===== src/rtl/cal_pkg.sv =====
package cal_pkg;

    // Kind of step the hours counter takes on a carry from minutes.
    typedef enum logic [1:0] {
        HS_COUNT       = 2'd0,
        HS_NOON_FLIP   = 2'd1,
        HS_TWELVE_WRAP = 2'd2,
        HS_DAY_WRAP    = 2'd3
    } hour_step_e;

    localparam int HUND_W  = 8;
    localparam int SEC_W   = 7;
    localparam int MIN_W   = 7;
    localparam int HOUR_W  = 6;
    localparam int DOW_W   = 3;
    localparam int DATE_W  = 6;
    localparam int MONTH_W = 5;
    localparam int YEAR_W  = 8;

    // Leap test on a BCD year: 10*t + o is divisible by 4 exactly when 2*t + o is.
    function automatic logic is_leap(input logic [YEAR_W-1:0] yr);
        logic [4:0] s;
        s = {yr[7:4], 1'b0} + {1'b0, yr[3:0]};
        return (s[1:0] == 2'b00);
    endfunction

    // Last date of a month, in BCD.
    function automatic logic [DATE_W-1:0] last_date(input logic [MONTH_W-1:0] mon,
                                                    input logic [YEAR_W-1:0]  yr);
        logic [DATE_W-1:0] r;
        case (mon)
            5'h02:                      r = is_leap(yr) ? 6'h29 : 6'h28;
            5'h04, 5'h06, 5'h09, 5'h11: r = 6'h30;
            default:                    r = 6'h31;
        endcase
        return r;
    endfunction

endpackage


===== src/rtl/bcd_roll_counter.sv =====
module bcd_roll_counter #(
    parameter int             W       = 8,
    parameter logic [W-1:0]   FLOOR   = '0,
    parameter logic [W-1:0]   RST_VAL = '0
) (
    input  logic         clk,
    input  logic         rst_n,
    input  logic         load,
    input  logic         step,
    input  logic [W-1:0] load_val,
    input  logic [W-1:0] top_val,
    output logic [W-1:0] val,
    output logic         wrap
);

    logic [W-1:0] cur;
    logic [W-1:0] nxt_inc;

    generate
        if (W <= 4) begin : g_bin
            assign nxt_inc = cur + W'(1);
        end else begin : g_bcd
            localparam int TW = W - 4;
            assign nxt_inc = (cur[3:0] == 4'd9) ? {cur[W-1:4] + TW'(1), 4'd0}
                                                : {cur[W-1:4], cur[3:0] + 4'd1};
        end
    endgenerate

    assign wrap = step && (cur == top_val);

    always_ff @(posedge clk) begin
        if (!rst_n)
            cur <= RST_VAL;
        else if (load)
            cur <= load_val;
        else if (step)
            cur <= (cur == top_val) ? FLOOR : nxt_inc;
    end

    assign val = cur;

    AST_LOAD_WINS: assert property (@(posedge clk) disable iff (!rst_n)
        load |=> (val == $past(load_val)));
    AST_HOLD_IDLE: assert property (@(posedge clk) disable iff (!rst_n)
        (!load && !step) |=> $stable(val));
    AST_WRAP_TO_FLOOR: assert property (@(posedge clk) disable iff (!rst_n)
        (!load && wrap) |=> (val == FLOOR));

endmodule


===== src/rtl/hour_keeper.sv =====
module hour_keeper
    import cal_pkg::*;
(
    input  logic              clk,
    input  logic              rst_n,
    input  logic              load,
    input  logic              step,
    input  logic [HOUR_W-1:0] ld_hour,
    input  logic              ld_pm,
    input  logic              ld_mode12,
    output logic [HOUR_W-1:0] hour,
    output logic              pm,
    output logic              mode12,
    output logic              day_carry
);

    hour_step_e        kind;
    logic [HOUR_W-1:0] hr_q, hr_inc, hr_nxt;
    logic              pm_q, pm_nxt, m12_q;

    assign hr_inc = (hr_q[3:0] == 4'd9) ? {hr_q[5:4] + 2'd1, 4'd0}
                                        : {hr_q[5:4], hr_q[3:0] + 4'd1};

    always_comb begin
        if (m12_q) begin
            if (hr_q == 6'h11)      kind = HS_NOON_FLIP;
            else if (hr_q == 6'h12) kind = HS_TWELVE_WRAP;
            else                    kind = HS_COUNT;
        end else begin
            if (hr_q == 6'h23)      kind = HS_DAY_WRAP;
            else                    kind = HS_COUNT;
        end
    end

    always_comb begin
        hr_nxt    = hr_inc;
        pm_nxt    = pm_q;
        day_carry = 1'b0;
        unique case (kind)
            HS_COUNT: begin
                hr_nxt = hr_inc;
            end
            HS_NOON_FLIP: begin
                hr_nxt    = 6'h12;
                pm_nxt    = ~pm_q;
                day_carry = step && pm_q;
            end
            HS_TWELVE_WRAP: begin
                hr_nxt = 6'h01;
            end
            HS_DAY_WRAP: begin
                hr_nxt    = 6'h00;
                day_carry = step;
            end
        endcase
    end

    always_ff @(posedge clk) begin
        if (!rst_n) begin
            hr_q  <= 6'h00;
            pm_q  <= 1'b0;
            m12_q <= 1'b0;
        end else if (load) begin
            hr_q  <= ld_hour;
            pm_q  <= ld_pm;
            m12_q <= ld_mode12;
        end else if (step) begin
            hr_q  <= hr_nxt;
            pm_q  <= pm_nxt;
        end
    end

    assign hour   = hr_q;
    assign pm     = pm_q;
    assign mode12 = m12_q;

    AST_HOUR_24_RANGE: assert property (@(posedge clk) disable iff (!rst_n)
        (!load && step && !m12_q && hr_q == 6'h23) |=> (hour == 6'h00));
    AST_PM_FLIP: assert property (@(posedge clk) disable iff (!rst_n)
        (!load && step && m12_q && hr_q == 6'h11) |=> (pm != $past(pm)));
    AST_TWELVE_KEEPS_PM: assert property (@(posedge clk) disable iff (!rst_n)
        (!load && step && m12_q && hr_q == 6'h12) |=> (hour == 6'h01 && $stable(pm)));
    AST_NO_NOON_CARRY: assert property (@(posedge clk) disable iff (!rst_n)
        (step && m12_q && hr_q == 6'h11 && !pm_q) |-> !day_carry);

endmodule


===== src/rtl/bcd_calendar_clock.sv =====
module bcd_calendar_clock
    import cal_pkg::*;
(
    input  logic               clk,
    input  logic               rst_n,
    input  logic               tick,
    input  logic               load,
    input  logic [HUND_W-1:0]  ld_hund,
    input  logic [SEC_W-1:0]   ld_sec,
    input  logic [MIN_W-1:0]   ld_min,
    input  logic [HOUR_W-1:0]  ld_hour,
    input  logic               ld_pm,
    input  logic               ld_mode12,
    input  logic [DOW_W-1:0]   ld_dow,
    input  logic [DATE_W-1:0]  ld_date,
    input  logic [MONTH_W-1:0] ld_month,
    input  logic [YEAR_W-1:0]  ld_year,
    output logic [HUND_W-1:0]  q_hund,
    output logic [SEC_W-1:0]   q_sec,
    output logic [MIN_W-1:0]   q_min,
    output logic [HOUR_W-1:0]  q_hour,
    output logic               q_pm,
    output logic               q_mode12,
    output logic [DOW_W-1:0]   q_dow,
    output logic [DATE_W-1:0]  q_date,
    output logic [MONTH_W-1:0] q_month,
    output logic [YEAR_W-1:0]  q_year
);

    logic adv;
    logic w_hund, w_sec, w_min, w_date, w_month;
    logic w_dow_unused, w_year_unused;
    logic day_step;
    logic [DATE_W-1:0] month_end;

    assign adv       = tick && !load;
    assign month_end = last_date(q_month, q_year);

    bcd_roll_counter #(.W(HUND_W), .FLOOR(8'h00), .RST_VAL(8'h00)) u_hund (
        .clk(clk), .rst_n(rst_n), .load(load), .step(adv),
        .load_val(ld_hund), .top_val(8'h99), .val(q_hund), .wrap(w_hund));

    bcd_roll_counter #(.W(SEC_W), .FLOOR(7'h00), .RST_VAL(7'h00)) u_sec (
        .clk(clk), .rst_n(rst_n), .load(load), .step(w_hund),
        .load_val(ld_sec), .top_val(7'h59), .val(q_sec), .wrap(w_sec));

    bcd_roll_counter #(.W(MIN_W), .FLOOR(7'h00), .RST_VAL(7'h00)) u_min (
        .clk(clk), .rst_n(rst_n), .load(load), .step(w_sec),
        .load_val(ld_min), .top_val(7'h59), .val(q_min), .wrap(w_min));

    hour_keeper u_hour (
        .clk(clk), .rst_n(rst_n), .load(load), .step(w_min),
        .ld_hour(ld_hour), .ld_pm(ld_pm), .ld_mode12(ld_mode12),
        .hour(q_hour), .pm(q_pm), .mode12(q_mode12), .day_carry(day_step));

    bcd_roll_counter #(.W(DOW_W), .FLOOR(3'd1), .RST_VAL(3'd1)) u_dow (
        .clk(clk), .rst_n(rst_n), .load(load), .step(day_step),
        .load_val(ld_dow), .top_val(3'd7), .val(q_dow), .wrap(w_dow_unused));

    bcd_roll_counter #(.W(DATE_W), .FLOOR(6'h01), .RST_VAL(6'h01)) u_date (
        .clk(clk), .rst_n(rst_n), .load(load), .step(day_step),
        .load_val(ld_date), .top_val(month_end), .val(q_date), .wrap(w_date));

    bcd_roll_counter #(.W(MONTH_W), .FLOOR(5'h01), .RST_VAL(5'h01)) u_month (
        .clk(clk), .rst_n(rst_n), .load(load), .step(w_date),
        .load_val(ld_month), .top_val(5'h12), .val(q_month), .wrap(w_month));

    bcd_roll_counter #(.W(YEAR_W), .FLOOR(8'h00), .RST_VAL(8'h00)) u_year (
        .clk(clk), .rst_n(rst_n), .load(load), .step(w_month),
        .load_val(ld_year), .top_val(8'h99), .val(q_year), .wrap(w_year_unused));

    AST_TICK_ADVANCES: assert property (@(posedge clk) disable iff (!rst_n)
        (adv && q_hund != 8'h99) |=> (q_hund != $past(q_hund)));
    AST_LOAD_BEATS_TICK: assert property (@(posedge clk) disable iff (!rst_n)
        (tick && load) |=> (q_hund == $past(ld_hund) && q_sec == $past(ld_sec)));
    AST_LEAP_FEB: assert property (@(posedge clk) disable iff (!rst_n)
        (!load && day_step && q_month == 5'h02 && q_date == 6'h28 && !is_leap(q_year))
        |=> (q_month == 5'h03 && q_date == 6'h01));
    AST_DOW_WRAP: assert property (@(posedge clk) disable iff (!rst_n)
        (!load && day_step && q_dow == 3'd7) |=> (q_dow == 3'd1));
    AST_YEAR_FOLLOWS_MONTH: assert property (@(posedge clk) disable iff (!rst_n)
        (!load && w_month) |=> (q_month == 5'h01));

endmodule


===== config.mk =====
export PLATFORM = sky130hd
export DESIGN_NAME = bcd_calendar_clock
export DESIGN_NICKNAME = d
export VERILOG_FILES = /design/src/rtl/cal_pkg.sv /design/src/rtl/bcd_roll_counter.sv /design/src/rtl/hour_keeper.sv /design/src/rtl/bcd_calendar_clock.sv
export SDC_FILE = /design/constraint.sdc
export NUM_CORES = 1
export LEC_CHECK = 0
export BUFFER_PORTS_ARGS = -buffer_cell sky130_fd_sc_hd__buf_2
export CAP_MARGIN = 0
export CORE_MARGIN = 4
export CORE_UTILIZATION = 47
export CTS_CLUSTER_SIZE = 14
export DETAILED_ROUTE_END_ITERATION = 7
export GPL_TIMING_DRIVEN = 0
export PLACE_DENSITY = 0.77
export SYNTH_ARGS = -nofsm -noshare
export SYNTH_HDL_FRONTEND = slang
export SYNTH_SLANG_ARGS = --single-unit

===== constraint.sdc =====
create_clock -name clk -period 2.3 [get_ports clk]
set_clock_uncertainty 0.2 [all_clocks]
set_input_delay 0.23 -clock clk [delete_from_list [all_inputs] [get_ports clk]]
set_output_delay 0.23 -clock clk [all_outputs]
set_load 0.05 [all_outputs]

==> results of run 1 <==
## final timing paths
check / slack (ns) / cells after the start / end / from
worst max register to register: -0.24 / 9 / u_year.val[1]$_SDFFE_PN0P_ / u_hour.hour[4]$_SDFFE_PN0P_
worst min register to register: 0.31 / 2 / u_year.val[7]$_SDFFE_PN0P_ / u_year.val[7]$_SDFFE_PN0P_
worst min-delay path: -0.002 / 3 / u_hour.hour[2]$_SDFFE_PN0P_ / ld_hour[2]
worst max-delay path: -0.24 / 9 / u_year.val[1]$_SDFFE_PN0P_ / u_hour.hour[4]$_SDFFE_PN0P_
## routing by layer
layer  GRT usage (%)  part of all wire, %  vias to the layer above
met3           5.259                  8.5                       30
met5               0                    0                        -
li1                -                    -                     1963
met2           45.27                   49                      230
met1           33.56                   40                     1976
met4           11.42                  2.6                        0
## sequential cells by signal, indices dropped and copies added (netlist names)
register,flops
u_hour.pm,1
u_month.val,5
u_date.val,6
u_hour.hour,6
u_hund.val,8
u_dow.val,3
u_hour.mode12,1
u_sec.val,7
u_year.val,8
u_min.val,7
## cells by family after synthesis
family          after synthesis  synth area share (%)
compound gates              123                 23.48
xor+xnor                      9                 2.231
buf+inv                      48                 5.382
simple gates                186                 28.51
mux                          11                 3.152
flops                        52                 29.46
fa+ha+maj                    22                 7.790
## layout by cell type, fill, tap and decap left out, types with 4 or more instances in the layout
master	count
sky130_fd_sc_hd__a211oi_1	11
sky130_fd_sc_hd__buf_6	5
sky130_fd_sc_hd__a221oi_1	4
sky130_fd_sc_hd__a31oi_1	5
sky130_fd_sc_hd__dlygate4sd3_1	23
sky130_fd_sc_hd__buf_4	15
sky130_fd_sc_hd__o211ai_1	5
sky130_fd_sc_hd__nor3_1	11
sky130_fd_sc_hd__dfxtp_2	22
sky130_fd_sc_hd__dfxtp_4	9
sky130_fd_sc_hd__nor2_1	48
sky130_fd_sc_hd__nand2b_1	8
sky130_fd_sc_hd__dfxtp_1	21
sky130_fd_sc_hd__clkbuf_2	8
sky130_fd_sc_hd__and2_1	4
sky130_fd_sc_hd__o21ai_0	24
sky130_fd_sc_hd__clkbuf_8	5
sky130_fd_sc_hd__mux2i_1	10
sky130_fd_sc_hd__nand3b_1	6
sky130_fd_sc_hd__nand2_1	30
sky130_fd_sc_hd__buf_2	106
sky130_fd_sc_hd__nand3_1	19
sky130_fd_sc_hd__nor2b_1	5
sky130_fd_sc_hd__clkbuf_1	11
sky130_fd_sc_hd__inv_1	21
sky130_fd_sc_hd__and3b_1	5
sky130_fd_sc_hd__xnor2_1	7
sky130_fd_sc_hd__a21oi_1	26
sky130_fd_sc_hd__or3_1	9
sky130_fd_sc_hd__o31ai_1	6
sky130_fd_sc_hd__ha_1	20
## power breakdown
group / leakage [nW] / total [mW] / internal [mW] / switching [mW]
Combinational: 1.64 / 0.771 / 0.269 / 0.502
Clock: 0.0558 / 0.674 / 0.330 / 0.344
Sequential: 0.442 / 1.06 / 0.965 / 0.0971
Total: 2.14 / 2.51 / 1.56 / 0.943
## worst reg2reg max path, delay by kind of cell (launching register included)
family | cells | cell delay, ns
adder cells (fa/ha/maj) | 1 | 0.12
AO/OA/AOI/OAI | 3 | 0.30
buffers and inverters | 2 | 0.26
flip-flops | 1 | 0.38
AND/OR/NAND/NOR | 3 | 1.17
## cell usage after synthesis, types with 5 or more instances
cell type / number / area [sq um]
sky130_fd_sc_hd__dfxtp_1: 52 / 1041
sky130_fd_sc_hd__nor2_1: 52 / 195.2
sky130_fd_sc_hd__a21oi_1: 31 / 155.2
sky130_fd_sc_hd__nand2_1: 31 / 116.4
sky130_fd_sc_hd__o21ai_0: 25 / 125.1
sky130_fd_sc_hd__inv_1: 23 / 86.33
sky130_fd_sc_hd__ha_1: 22 / 275.3
sky130_fd_sc_hd__clkbuf_1: 21 / 78.83
sky130_fd_sc_hd__nand3_1: 20 / 100.1
sky130_fd_sc_hd__a211oi_1: 12 / 90.09
sky130_fd_sc_hd__nor3_1: 12 / 60.06
sky130_fd_sc_hd__mux2i_1: 10 / 100.1
sky130_fd_sc_hd__or3_1: 10 / 62.56
sky130_fd_sc_hd__nand2b_1: 8 / 50.05
sky130_fd_sc_hd__and3b_1: 7 / 61.31
sky130_fd_sc_hd__xnor2_1: 7 / 61.31
sky130_fd_sc_hd__nand3b_1: 6 / 45.04
sky130_fd_sc_hd__o31ai_1: 6 / 45.04
sky130_fd_sc_hd__a221oi_1: 5 / 43.79
sky130_fd_sc_hd__a31oi_1: 5 / 31.28
sky130_fd_sc_hd__nor2b_1: 5 / 31.28
sky130_fd_sc_hd__o211ai_1: 5 / 37.54
## final cells by class
type | count | area (sq um) | share of cell area, %
clock inverters | 2 | 38.79 | 0.7791
well taps | 99 | 123.9 | 2.488
clock buffers | 6 | 72.57 | 1.458
plain buffers | 20 | 96.34 | 1.935
multi-input cells | 351 | 2544 | 51.09
repair buffers | 147 | 910.9 | 18.30
inverters | 24 | 90.09 | 1.810
flip-flops and latches | 52 | 1102 | 22.14
## repair_timing
action | in CTS | in global routing
setup endpoints to repair | 40 | 48
gates resized for setup | 30 | 34
pin swaps | 13 | 22
endpoints found under the hold margin | 23 | 0
hold buffers | 23 | 0
buffers inserted | 10 | 10
==> results by group, run 1 <==
Run status
  – Run status: finished with violations
  – Violations in the final reports: negative hold slack, negative setup slack

CTS
  – CTS clk-pin slew, worst paths: 0.11 ns
  – Number of CTS-inserted buffers: 5
  – CTS Root Buffer Type: sky130_fd_sc_hd__clkbuf_8
  – Worst skew pair latency: 0.33 ns
  – Deepest clock path buffer count: 2
  – Clock tree from TritonCTS: yes
  – CTS H-tree depth: 2
  – Total number of clock tree sinks: 52

GRT
  – Number of global-route vias before repair: 3960
  – Leftover overflow at the end of global routing: 0
  – Initial antenna violation count: 0
  – Global-route wire length before repair: 19060 um
  – Global-route usage over all layers: 26.96%
  – Maximum number of pins on one net before global-route repair: 17

Worst setup path
  – WP buf/inv: 2
  – Data arrival time of the worst path: 2.55 ns
  – Top cell family by delay on the critical path: simple AND/OR/NAND/NOR gates
  – Cell-by-cell trace of the critical path: inv_2, ha_4, nor4b_4, a221oi_4, or4_4, nor4_4, buf_4, o21ai_2, o311a_1
  – Element type at the critical path end: flop
  – Max stage delay cell, worst path: sky130_fd_sc_hd__or4_4
  – Critical Path RT: 2.31 ns
  – Worst Path Max Fanout: 3
  – Critical path type: reg2reg
  – Nature of the critical path startpoint: flop
  – Maximum cell stage delay along the critical path: 0.55 ns

Routing
  – Antenna-violating nets left: 0
  – Number of vias in the routed layout: 4199
  – Drt total wl: 12570 um
  – Number of DRC violations after detailed-routing iteration 0: 368
  – Pre-Repair DR Iteration Count: 5
  – Ratio of routed vias to standard cells: 5.990
  – # DRC: 0
  – DR WL/cell: 17.93 um

Timing
  – Final setup vio count: 17
  – Final period util: 110.6%
  – Number of pins with negative max-slew slack in the final report: 0
  – Worst Max-Slew Pin Slew: 0.7622 ns
  – Least setup slack across all paths after layout: -0.2431 ns
  – Final hold vios: 2
  – Accumulated negative setup slack: -1.990 ns
  – Fin crit period: 2.543 ns
  – Final hold slack: -0.001758 ns
  – Unrepaired setup endpoints after global routing: yes
  – Relative slew slack: 49.19%
  – Fmax: 393.2 MHz

Power and ir drop
  – Total power density per cell area: 503.7 nW/um^2
  – Cell leakage power: 2.142 nW
  – Maximum ir drop on the vdd rail: 0.3346 mV
  – Total Power: 2.508 mW

Synthesis
  – Number of distinct standard cells referenced by the synthesized netlist: 68
  – #FFs+latches synth: 52
  – Share of synthesized flip-flops with an asynchronous set or reset: 0%
  – Post-synthesis cell count: 451
  – Count of synthesis-stage warnings from yosys: 0
  – Mean cell area of the mapped netlist: 7.835 sq um
  – Seq/Total Area, Yosys: 29.46%
  – Post-Synthesis Cell Area: 3533 sq um
  – Number of nets produced by synthesis: 529
  – Most used DFF post-synth: sky130_fd_sc_hd__dfxtp_1
  – Post-synth EDFFs: 0

Place
  – DP Wirelength: 8391 um
  – Final Wtd Congestion: 0.8687
  – Cell area reported after detailed placement: 4279 sq um
  – Number of I/O port buffers: 106
  – Worst slack at placement: -0.7024 ns
  – Post-placement cell count: 656

Die
  – Die extent in x: 94.71 um
  – Number of placed I/O pins: 108
  – Vert. Die Dim: 94.71 um
  – Area of the core: 7292 sq um
  – Effective utilization at floorplan: 48.46%
  – Row cnt: 31
  – Overall die area: 8969 sq um

Finish
  – Final standard cell count with taps included and fillers excluded: 701
  – Post-route standard cell area excluding fillers: 4979 sq um
  – Number of fill cells in the layout: 616
  – Net total in the final layout: 679
  – Utilization of the core after routing: 68.27%
  – Antenna Diode Count: 0
  – Layout overhead on the synthesized area: 40.90%
  – Share of final-layout standard cells stronger than drive strength 1: 36.38%

Worst hold path
  – Class of the worst hold path: in2reg

Flow run
  – Reported max-cap violation count: 0
Note: power is estimated with default switching activity, not from simulation.
==> run 2: changes to the inputs <==
--- a/config.mk
+++ b/config.mk
@@ -5,14 +5,17 @@
 export SDC_FILE = /design/constraint.sdc
 export NUM_CORES = 1
 export LEC_CHECK = 0
+export ABC_AREA = 1
 export BUFFER_PORTS_ARGS = -buffer_cell sky130_fd_sc_hd__buf_2
 export CAP_MARGIN = 0
+export CELL_PAD_IN_SITES_DETAIL_PLACEMENT = 0
+export CELL_PAD_IN_SITES_GLOBAL_PLACEMENT = 1
 export CORE_MARGIN = 4
-export CORE_UTILIZATION = 47
+export CORE_UTILIZATION = 32
 export CTS_CLUSTER_SIZE = 14
 export DETAILED_ROUTE_END_ITERATION = 7
 export GPL_TIMING_DRIVEN = 0
-export PLACE_DENSITY = 0.77
+export PLACE_DENSITY_LB_ADDON = 0.1
 export SYNTH_ARGS = -nofsm -noshare
 export SYNTH_HDL_FRONTEND = slang
 export SYNTH_SLANG_ARGS = --single-unit
==> run 2 against run 1 <==
- the flow now finishes without violations
- count of clock-buffer cells in the layout down 1
- first-iteration DRC count down 41%
- clock power up 1%
- critical endpoint is now u_year.val[2]$_SDFFE_PN0P_
==> results by group, run 2 <==
CTS
  – Clock tree from TritonCTS: yes (unchanged)
  – Worst skew pair latency: 0.32 ns (was 0.33 ns)
  – Number of CTS-inserted buffers: 5 (unchanged)
  – CTS Root Buffer Type: sky130_fd_sc_hd__clkbuf_8 (unchanged)
  – Deepest clock path buffer count: 2 (unchanged)
  – Total number of clock tree sinks: 52 (unchanged)
  – CTS clk-pin slew, worst paths: 0.11 ns (about the same)
  – CTS H-tree depth: 2 (unchanged)

Run status
  – Run status: finished clean (was finished with violations)

Finish
  – Most frequent standard cell in the layout excluding fill and tap cells: sky130_fd_sc_hd__nand2_1 (was sky130_fd_sc_hd__buf_2)
  – Commonest cells after routing, fill and taps aside: 123 x sky130_fd_sc_hd__nand2_1, 109 x sky130_fd_sc_hd__buf_2, 53 x sky130_fd_sc_hd__nor2_1 (was 106 x sky130_fd_sc_hd__buf_2, 48 x sky130_fd_sc_hd__nor2_1, 30 x sky130_fd_sc_hd__nand2_1)
  – Footprint of the flip-flops and latches: 1051 sq um (was 1102 sq um)
  – Multi-input gate area: 2278 sq um (was 2544 sq um)
  – Share of final-layout standard cells stronger than drive strength 1: 25.50% (was 36.38%)
  – Layout overhead on the synthesized area: 32.31% (was 40.90%)
  – Antenna Diode Count: 0 (unchanged)
  – Final standard cell count with taps included and fillers excluded: 787 (was 701)
  – Net total in the final layout: 728 (was 679)
  – Number of fill cells in the layout: 1136 (was 616)
  – Post-route standard cell area excluding fillers: 4632 sq um (was 4979 sq um)

Place
  – Number of I/O port buffers: 107 (was 106)
  – Post-placement cell count: 756 (was 656)
  – Cell area reported after detailed placement: 4209 sq um (was 4279 sq um)
  – Final Wtd Congestion: 0.8167 (was 0.8687)
  – DP Wirelength: 8517 um (was 8391 um)

Timing
  – Final setup vio count: 0 (was 17)
  – Final period util: 93.33% (was 110.6%)
  – Unrepaired setup endpoints after global routing: yes (unchanged)
  – Final hold vios: 0 (was 2)
  – Fin crit period: 2.147 ns (was 2.543 ns)
  – Final hold slack: 0.009126 ns (was -0.001758 ns)
  – Fmax: 465.9 MHz (was 393.2 MHz)
  – Relative slew slack: 51.93% (was 49.19%)
  – Number of pins with negative max-slew slack in the final report: 0 (unchanged)
  – Worst Max-Slew Pin Slew: 0.7210 ns (was 0.7622 ns)

Worst setup path
  – Critical path type: reg2reg (unchanged)
  – Critical Path RT: 2.33 ns (was 2.31 ns)
  – Maximum cell stage delay along the critical path: 0.37 ns (was 0.55 ns)
  – Data arrival time of the worst path: 2.17 ns (was 2.55 ns)
  – Top cell family by delay on the critical path: simple AND/OR/NAND/NOR gates (unchanged)
  – Nature of the critical path startpoint: flop (unchanged)
  – Top cell by count, worst path: sky130_fd_sc_hd__nand2_1
  – Worst Path Max Fanout: 8 (was 3)
  – Element type at the critical path end: flop (unchanged)
  – Max stage delay cell, worst path: sky130_fd_sc_hd__dfxtp_2 (was sky130_fd_sc_hd__or4_4)
  – WP buf/inv: 2 (unchanged)
  – Cell-by-cell trace of the critical path: inv_1, ha_1, nand2_1, nor2_4, nand3_4, nor2_4, nand3_4, o21ai_4, buf_12, nand2_8, nor2_8, nand2_1, nand2_1, nor2_1 (was inv_2, ha_4, nor4b_4, a221oi_4, or4_4, nor4_4, buf_4, o21ai_2, o311a_1)

GRT
  – Initial antenna violation count: 0 (unchanged)
  – Maximum number of pins on one net before global-route repair: 18 (was 17)
  – Global-route wire length before repair: 18330 um (was 19060 um)
  – Leftover overflow at the end of global routing: 0 (unchanged)
  – Number of global-route vias before repair: 3689 (was 3960)
  – Global-route usage over all layers: 17.61% (was 26.96%)

Synthesis
  – Most used DFF post-synth: sky130_fd_sc_hd__dfxtp_1 (unchanged)
  – Most frequently used cell type in the post-synthesis netlist: sky130_fd_sc_hd__nand2_1
  – Seq/Total Area, Yosys: 29.74% (was 29.46%)
  – Count of synthesis-stage warnings from yosys: 0 (unchanged)
  – Most used standard cells in the synthesized netlist: 127 x sky130_fd_sc_hd__nand2_1, 56 x sky130_fd_sc_hd__nor2_1, 52 x sky130_fd_sc_hd__dfxtp_1 (was 52 x sky130_fd_sc_hd__dfxtp_1, 52 x sky130_fd_sc_hd__nor2_1, 31 x sky130_fd_sc_hd__a21oi_1, 31 x sky130_fd_sc_hd__nand2_1, 25 x sky130_fd_sc_hd__o21ai_0)
  – Number of distinct standard cells referenced by the synthesized netlist: 39 (was 68)
  – Post-Synthesis Cell Area: 3501 sq um (was 3533 sq um)
  – Largest cells by area after synthesis: sky130_fd_sc_hd__dfxtp_1 30%, sky130_fd_sc_hd__nand2_1 14%, sky130_fd_sc_hd__ha_1 7.9%, sky130_fd_sc_hd__nor2_1 6.0%, sky130_fd_sc_hd__a21oi_1 5.6% (was sky130_fd_sc_hd__dfxtp_1 29%, sky130_fd_sc_hd__ha_1 7.8%, sky130_fd_sc_hd__nor2_1 5.5%, sky130_fd_sc_hd__a21oi_1 4.4%, sky130_fd_sc_hd__o21ai_0 3.5%)
  – Share of synthesized flip-flops with an asynchronous set or reset: 0% (unchanged)
  – Post-synthesis cell count: 513 (was 451)
  – Mean cell area of the mapped netlist: 6.824 sq um (was 7.835 sq um)
  – Synth area leader: sky130_fd_sc_hd__dfxtp_1 (unchanged)
  – Post-synth EDFFs: 0 (unchanged)
  – Number of nets produced by synthesis: 591 (was 529)
  – Share of the synthesized area in the top cell type: 29.74% (was 29.46%)
  – #FFs+latches synth: 52 (unchanged)

Routing
  – Number of DRC violations after detailed-routing iteration 0: 216 (was 368)
  – Pre-Repair DR Iteration Count: 4 (was 5)
  – # DRC: 0 (unchanged)
  – Ratio of routed vias to standard cells: 4.804 (was 5.990)
  – Antenna-violating nets left: 0 (unchanged)
  – DR WL/cell: 14.25 um (was 17.93 um)
  – Drt total wl: 11210 um (was 12570 um)
  – Number of vias in the routed layout: 3781 (was 4199)

Die
  – Vert. Die Dim: 112.6 um (was 94.71 um)
  – Number of placed I/O pins: 108 (unchanged)
  – Die extent in x: 112.6 um (was 94.71 um)
  – Effective utilization at floorplan: 33.31% (was 48.46%)
  – Overall die area: 12680 sq um (was 8969 sq um)
  – Row cnt: 37 (was 31)
  – Area of the core: 10510 sq um (was 7292 sq um)

Power and ir drop
  – Maximum ir drop on the vdd rail: 0.3625 mV (was 0.3346 mV)
  – Total power density per cell area: 524.9 nW/um^2 (was 503.7 nW/um^2)
  – Cell leakage power: 2.168 nW (was 2.142 nW)

Flow run
  – Reported max-cap violation count: 0 (unchanged)

Worst hold path
  – Class of the worst hold path: in2reg (unchanged)
## run 2: layout make-up
class	instances	area share, %
Sequential cell	52	22.69
Clock buffer	5	1.486
Buffer	14	1.351
Clock inverter	3	0.9995
Inverter	51	4.133
Multi-Input combinational cell	396	49.19
Tap cell	136	3.674
Timing Repair Buffer	130	16.48
## run 2: worst register-to-register path: stages, from the launching register on
cell and delay [ns]:
sky130_fd_sc_hd__dfxtp_2 0.37, sky130_fd_sc_hd__inv_1 0.06, sky130_fd_sc_hd__ha_1 0.13, sky130_fd_sc_hd__nand2_1 0.08, sky130_fd_sc_hd__nor2_4 0.16, sky130_fd_sc_hd__nand3_4 0.13, sky130_fd_sc_hd__nor2_4 0.14, sky130_fd_sc_hd__nand3_4 0.10
sky130_fd_sc_hd__o21ai_4 0.18, sky130_fd_sc_hd__buf_12 0.14, sky130_fd_sc_hd__nand2_8 0.08, sky130_fd_sc_hd__nor2_8 0.11, sky130_fd_sc_hd__nand2_1 0.06, sky130_fd_sc_hd__nand2_1 0.05, sky130_fd_sc_hd__nor2_1 0.04
## run 2: routing by layer
metal | vias to the layer above | GRT usage [%] | wire (um) | part of all wire (%)
met4 | 0 | 3.365 | 86 | 0.77
met2 | 92 | 29.86 | 5216 | 47
met3 | 6 | 3.342 | 656 | 5.9
met5 | - | 0 | 0 | 0
met1 | 1718 | 23.40 | 5252 | 47
li1 | 1965 | - | - | -
## run 2: worst paths after layout
| kind | slack (ns) | endpoint | depth (start not counted) | startpoint |
|---|---|---|---|---|
| setup / recovery | 0.15 | u_year.val[2]$_SDFFE_PN0P_ | 14 | u_hund.val[1]$_SDFFE_PN0P_ |
| hold / removal | 0.009 | u_hour.hour[4]$_SDFFE_PN0P_ | 3 | ld_hour[4] |
| setup reg to reg | 0.15 | u_year.val[2]$_SDFFE_PN0P_ | 14 | u_hund.val[1]$_SDFFE_PN0P_ |
| hold reg to reg | 0.32 | u_hund.val[1]$_SDFFE_PN0P_ | 2 | u_hund.val[1]$_SDFFE_PN0P_ |
## run 2: what timing repair did
action / CTS / global route
pin swaps: 1 / 5
hold endpoints to repair: 16 / 0
endpoints found under the setup margin: 7 / 32
resized for setup: 3 / 18
hold buffers: 17 / 0
cloned: 0 / 0
buffers inserted: 1 / 5
## run 2: where the power goes
group | switching [mW] | leakage [nW] | internal (mW)
Clock | 0.355 | 0.0548 | 0.329
Sequential | 0.0804 | 0.430 | 0.958
Combinational | 0.481 | 1.68 | 0.228
Total | 0.916 | 2.17 | 1.51
## run 2: logic make-up after synthesis
logic type | synth area share, %
adder cells (fa/ha/maj) | 7.863
AO/OA/AOI/OAI | 18.01
flip-flops | 29.74
AND/OR/NAND/NOR | 33.13
buffers and inverters | 7.255
XOR/XNOR | 4.003
## run 2: metrics by stage
| stage | util [%] | setup slack, ns | power, mW | TNS, ns |
|---|---|---|---|---|
| finish | 44.08 | 0.1534 | 2.431 | 0 |
| global placement | 40.05 | -0.08894 | 1.730 | -0.4863 |
| floorplan | - | -0.0006719 | 1.532 | -0.0006719 |
| detailed placement | 40.05 | -0.07614 | 1.737 | -0.5028 |
| global route | 44.08 | -0.03717 | 2.576 | -0.07986 |
| CTS | 42.93 | 0.01426 | 2.448 | 0 |
==> run 3: changes to the inputs <==
--- a/config.mk
+++ b/config.mk
@@ -15,6 +15,7 @@
 export CTS_CLUSTER_SIZE = 14
 export DETAILED_ROUTE_END_ITERATION = 7
 export GPL_TIMING_DRIVEN = 0
+export HOLD_SLACK_MARGIN = 0.02
 export PLACE_DENSITY_LB_ADDON = 0.1
 export SYNTH_ARGS = -nofsm -noshare
 export SYNTH_HDL_FRONTEND = slang
==> run 3 against run 2 <==
- cell count rose by 0.89%
- global-route usage rose by 0.056 points
- sequential share of layout area fell by 0.34 points
- count of clock-buffer cells in the layout did not move
- worst hold slack improved by 0.019 ns
- combinational power rose by 1%
- die area did not move
- sequential power barely moved
- total power rose by 0.62%
- utilization rose by 0.67 points
- register-to-register slack barely moved
==> results by group, run 3 (synthesis results as in run 2) <==
Timing
  – Worst Max-Slew Pin Slew: 0.7257 ns (was 0.7210 ns)
  – Final hold slack: 0.02826 ns (was 0.009126 ns)
  – Final setup vio count: 0 (unchanged)
  – Final period util: 93.34% (was 93.33%)
  – Fmax: 465.8 MHz (was 465.9 MHz)
  – Number of pins with negative max-slew slack in the final report: 0 (unchanged)
  – Fin crit period: 2.147 ns (about the same)
  – Final hold vios: 0 (unchanged)
  – Relative slew slack: 51.62% (was 51.93%)
  – Unrepaired setup endpoints after global routing: yes (unchanged)

Die
  – Row cnt: 37 (unchanged)
  – Number of placed I/O pins: 108 (unchanged)
  – Die extent in x: 112.6 um (unchanged)
  – Vert. Die Dim: 112.6 um (unchanged)
  – Effective utilization at floorplan: 33.31% (unchanged)
  – Overall die area: 12680 sq um (unchanged)
  – Area of the core: 10510 sq um (unchanged)

Routing
  – DR WL/cell: 14.17 um (was 14.25 um)
  – Pre-Repair DR Iteration Count: 5 (was 4)
  – Antenna-violating nets left: 0 (unchanged)
  – Top routing layer used: met4 (unchanged)
  – # DRC: 0 (unchanged)
  – Drt total wl: 11250 um (was 11210 um)
  – Metal3 WL: 615 um (was 656 um)
  – Ratio of routed vias to standard cells: 4.802 (was 4.804)
  – Number of DRC violations after detailed-routing iteration 0: 215 (was 216)
  – Number of vias in the routed layout: 3813 (was 3781)
  – Routed wl met2: 5208 um (was 5216 um)
  – DRT met1 WL: 5334 um (was 5252 um)

Run status
  – Run status: finished clean (unchanged)

Finish
  – Layout overhead on the synthesized area: 34.31% (was 32.31%)
  – Commonest cells after routing, fill and taps aside: 123 x sky130_fd_sc_hd__nand2_1, 109 x sky130_fd_sc_hd__buf_2, 53 x sky130_fd_sc_hd__nor2_1 (unchanged)
  – Share of final-layout standard cells stronger than drive strength 1: 25.23% (was 25.50%)
  – Multi-input gate area: 2278 sq um (unchanged)
  – Final standard cell count with taps included and fillers excluded: 794 (was 787)
  – Number of fill cells in the layout: 1126 (was 1136)
  – Net total in the final layout: 735 (was 728)
  – Post-route standard cell area excluding fillers: 4702 sq um (was 4632 sq um)
  – Footprint of the flip-flops and latches: 1051 sq um (unchanged)
  – Most frequent standard cell in the layout excluding fill and tap cells: sky130_fd_sc_hd__nand2_1 (unchanged)
  – Antenna Diode Count: 0 (unchanged)

GRT
  – Initial antenna violation count: 0 (unchanged)
  – Global-route wire length before repair: 18410 um (was 18330 um)
  – Leftover overflow at the end of global routing: 0 (unchanged)
  – Maximum number of pins on one net before global-route repair: 18 (unchanged)
  – Number of global-route vias before repair: 3709 (was 3689)
  – Global-route usage over all layers: 17.66% (was 17.61%)

Worst setup path
  – Critical path type: reg2reg (unchanged)
  – Max stage delay cell, worst path: sky130_fd_sc_hd__dfxtp_2 (unchanged)
  – Nature of the critical path startpoint: flop (unchanged)
  – Worst setup slack for register-to-register paths: 0.15 ns (about the same)
  – Cell-by-cell trace of the critical path: inv_1, ha_1, nand2_1, nor2_4, nand3_4, nor2_4, nand3_4, o21ai_4, buf_12, nand2_8, nor2_8, nand2_1, nand2_1, nor2_1 (unchanged)
  – Data arrival time of the worst path: 2.18 ns (was 2.17 ns)
  – Worst Path Max Fanout: 8 (unchanged)
  – Top cell by count, worst path: sky130_fd_sc_hd__nand2_1 (unchanged)
  – Element type at the critical path end: flop (unchanged)
  – Maximum cell stage delay along the critical path: 0.37 ns (about the same)
  – Critical Path RT: 2.33 ns (about the same)

CTS
  – Deepest clock path buffer count: 2 (unchanged)
  – Worst skew pair latency: 0.32 ns (about the same)
  – Number of CTS-inserted buffers: 5 (unchanged)
  – CTS clk-pin slew, worst paths: 0.11 ns (about the same)
  – CTS H-tree depth: 2 (unchanged)
  – Clock tree from TritonCTS: yes (unchanged)
  – CTS Root Buffer Type: sky130_fd_sc_hd__clkbuf_8 (unchanged)
  – Total number of clock tree sinks: 52 (unchanged)

Place
  – Post-placement cell count: 756 (unchanged)
  – Final Wtd Congestion: 0.8167 (unchanged)
  – Cell area reported after detailed placement: 4209 sq um (unchanged)
  – Number of I/O port buffers: 107 (unchanged)
  – DP Wirelength: 8517 um (unchanged)

Power and ir drop
  – Total power density per cell area: 520.3 nW/um^2 (was 524.9 nW/um^2)
  – Maximum ir drop on the vdd rail: 0.3625 mV (about the same)
  – Cell leakage power: 2.197 nW (was 2.168 nW)

Worst hold path
  – Class of the worst hold path: in2reg (unchanged)

Flow run
  – Reported max-cap violation count: 0 (unchanged)
[run 3: cell count changes in the layout (fill, tap and decap cells not counted), sizes merged]
cell / change
dlygate4sd3: +7
[run 3: path summary, 6_finish.rpt]
path / startpoint / to / cells past startpoint
setup / recovery: u_hund.val[1]$_SDFFE_PN0P_ / u_year.val[2]$_SDFFE_PN0P_ / 14
hold / removal: ld_dow[0] / u_dow.val[0]$_SDFFE_PN1P_ / 5
setup reg to reg: u_hund.val[1]$_SDFFE_PN0P_ / u_year.val[2]$_SDFFE_PN0P_ / 14
hold reg to reg: u_hund.val[1]$_SDFFE_PN0P_ / u_hund.val[1]$_SDFFE_PN0P_ / 2
[run 3: routing by layer]
layer	vias to the layer above	global-route usage (%)
li1	1976	-
met1	1736	23.56
met2	93	29.94
met3	8	3.235
met4	0	3.365
met5	-	0
[run 3: what timing repair did]
item / in CTS / in global routing
pin swaps: 1 / 5
buffers inserted: 1 / 5
endpoints found under the hold margin: 22 / 1
gates resized for setup: 3 / 18
hold buffers: 23 / 1
setup endpoints to repair: 7 / 32
[run 3: power by group]
group,switching [mW],leakage [nW],internal [mW]
combinational,0.483,1.71,0.236
clock,0.360,0.0548,0.329
sequential,0.0805,0.430,0.958
total,0.924,2.20,1.52
[run 3: final cells by class]
| cell class | instances | area share, % |
|---|---|---|
| well taps | 136 | 3.619 |
| multi-input cells | 396 | 48.46 |
| clock inverters | 3 | 0.9846 |
| inverters | 51 | 4.071 |
| repair buffers | 137 | 17.72 |
| flip-flops and latches | 52 | 22.35 |
| plain buffers | 14 | 1.330 |
| clock buffers | 5 | 1.464 |
[run 3: metrics by stage]
stage                     power, mW  util [%]  setup WS [ns]  setup TNS, ns
after floorplan               1.532         -     -0.0006719     -0.0006719
after global placement        1.730     40.05       -0.08894        -0.4863
after detailed placement      1.737     40.05       -0.07614        -0.5028
after CTS                     2.457     43.51        0.01426              0
after global routing          2.586     44.74       -0.03717       -0.07986
final                         2.446     44.74         0.1531              0
[run 3: worst max-delay path: cells and delay by family, from the launching register on]
kind            cells  cell delay [ns]
flops               1             0.37
fa+ha+maj           1             0.13
buf+inv             2             0.20
compound gates      1             0.18
simple gates       10             0.95
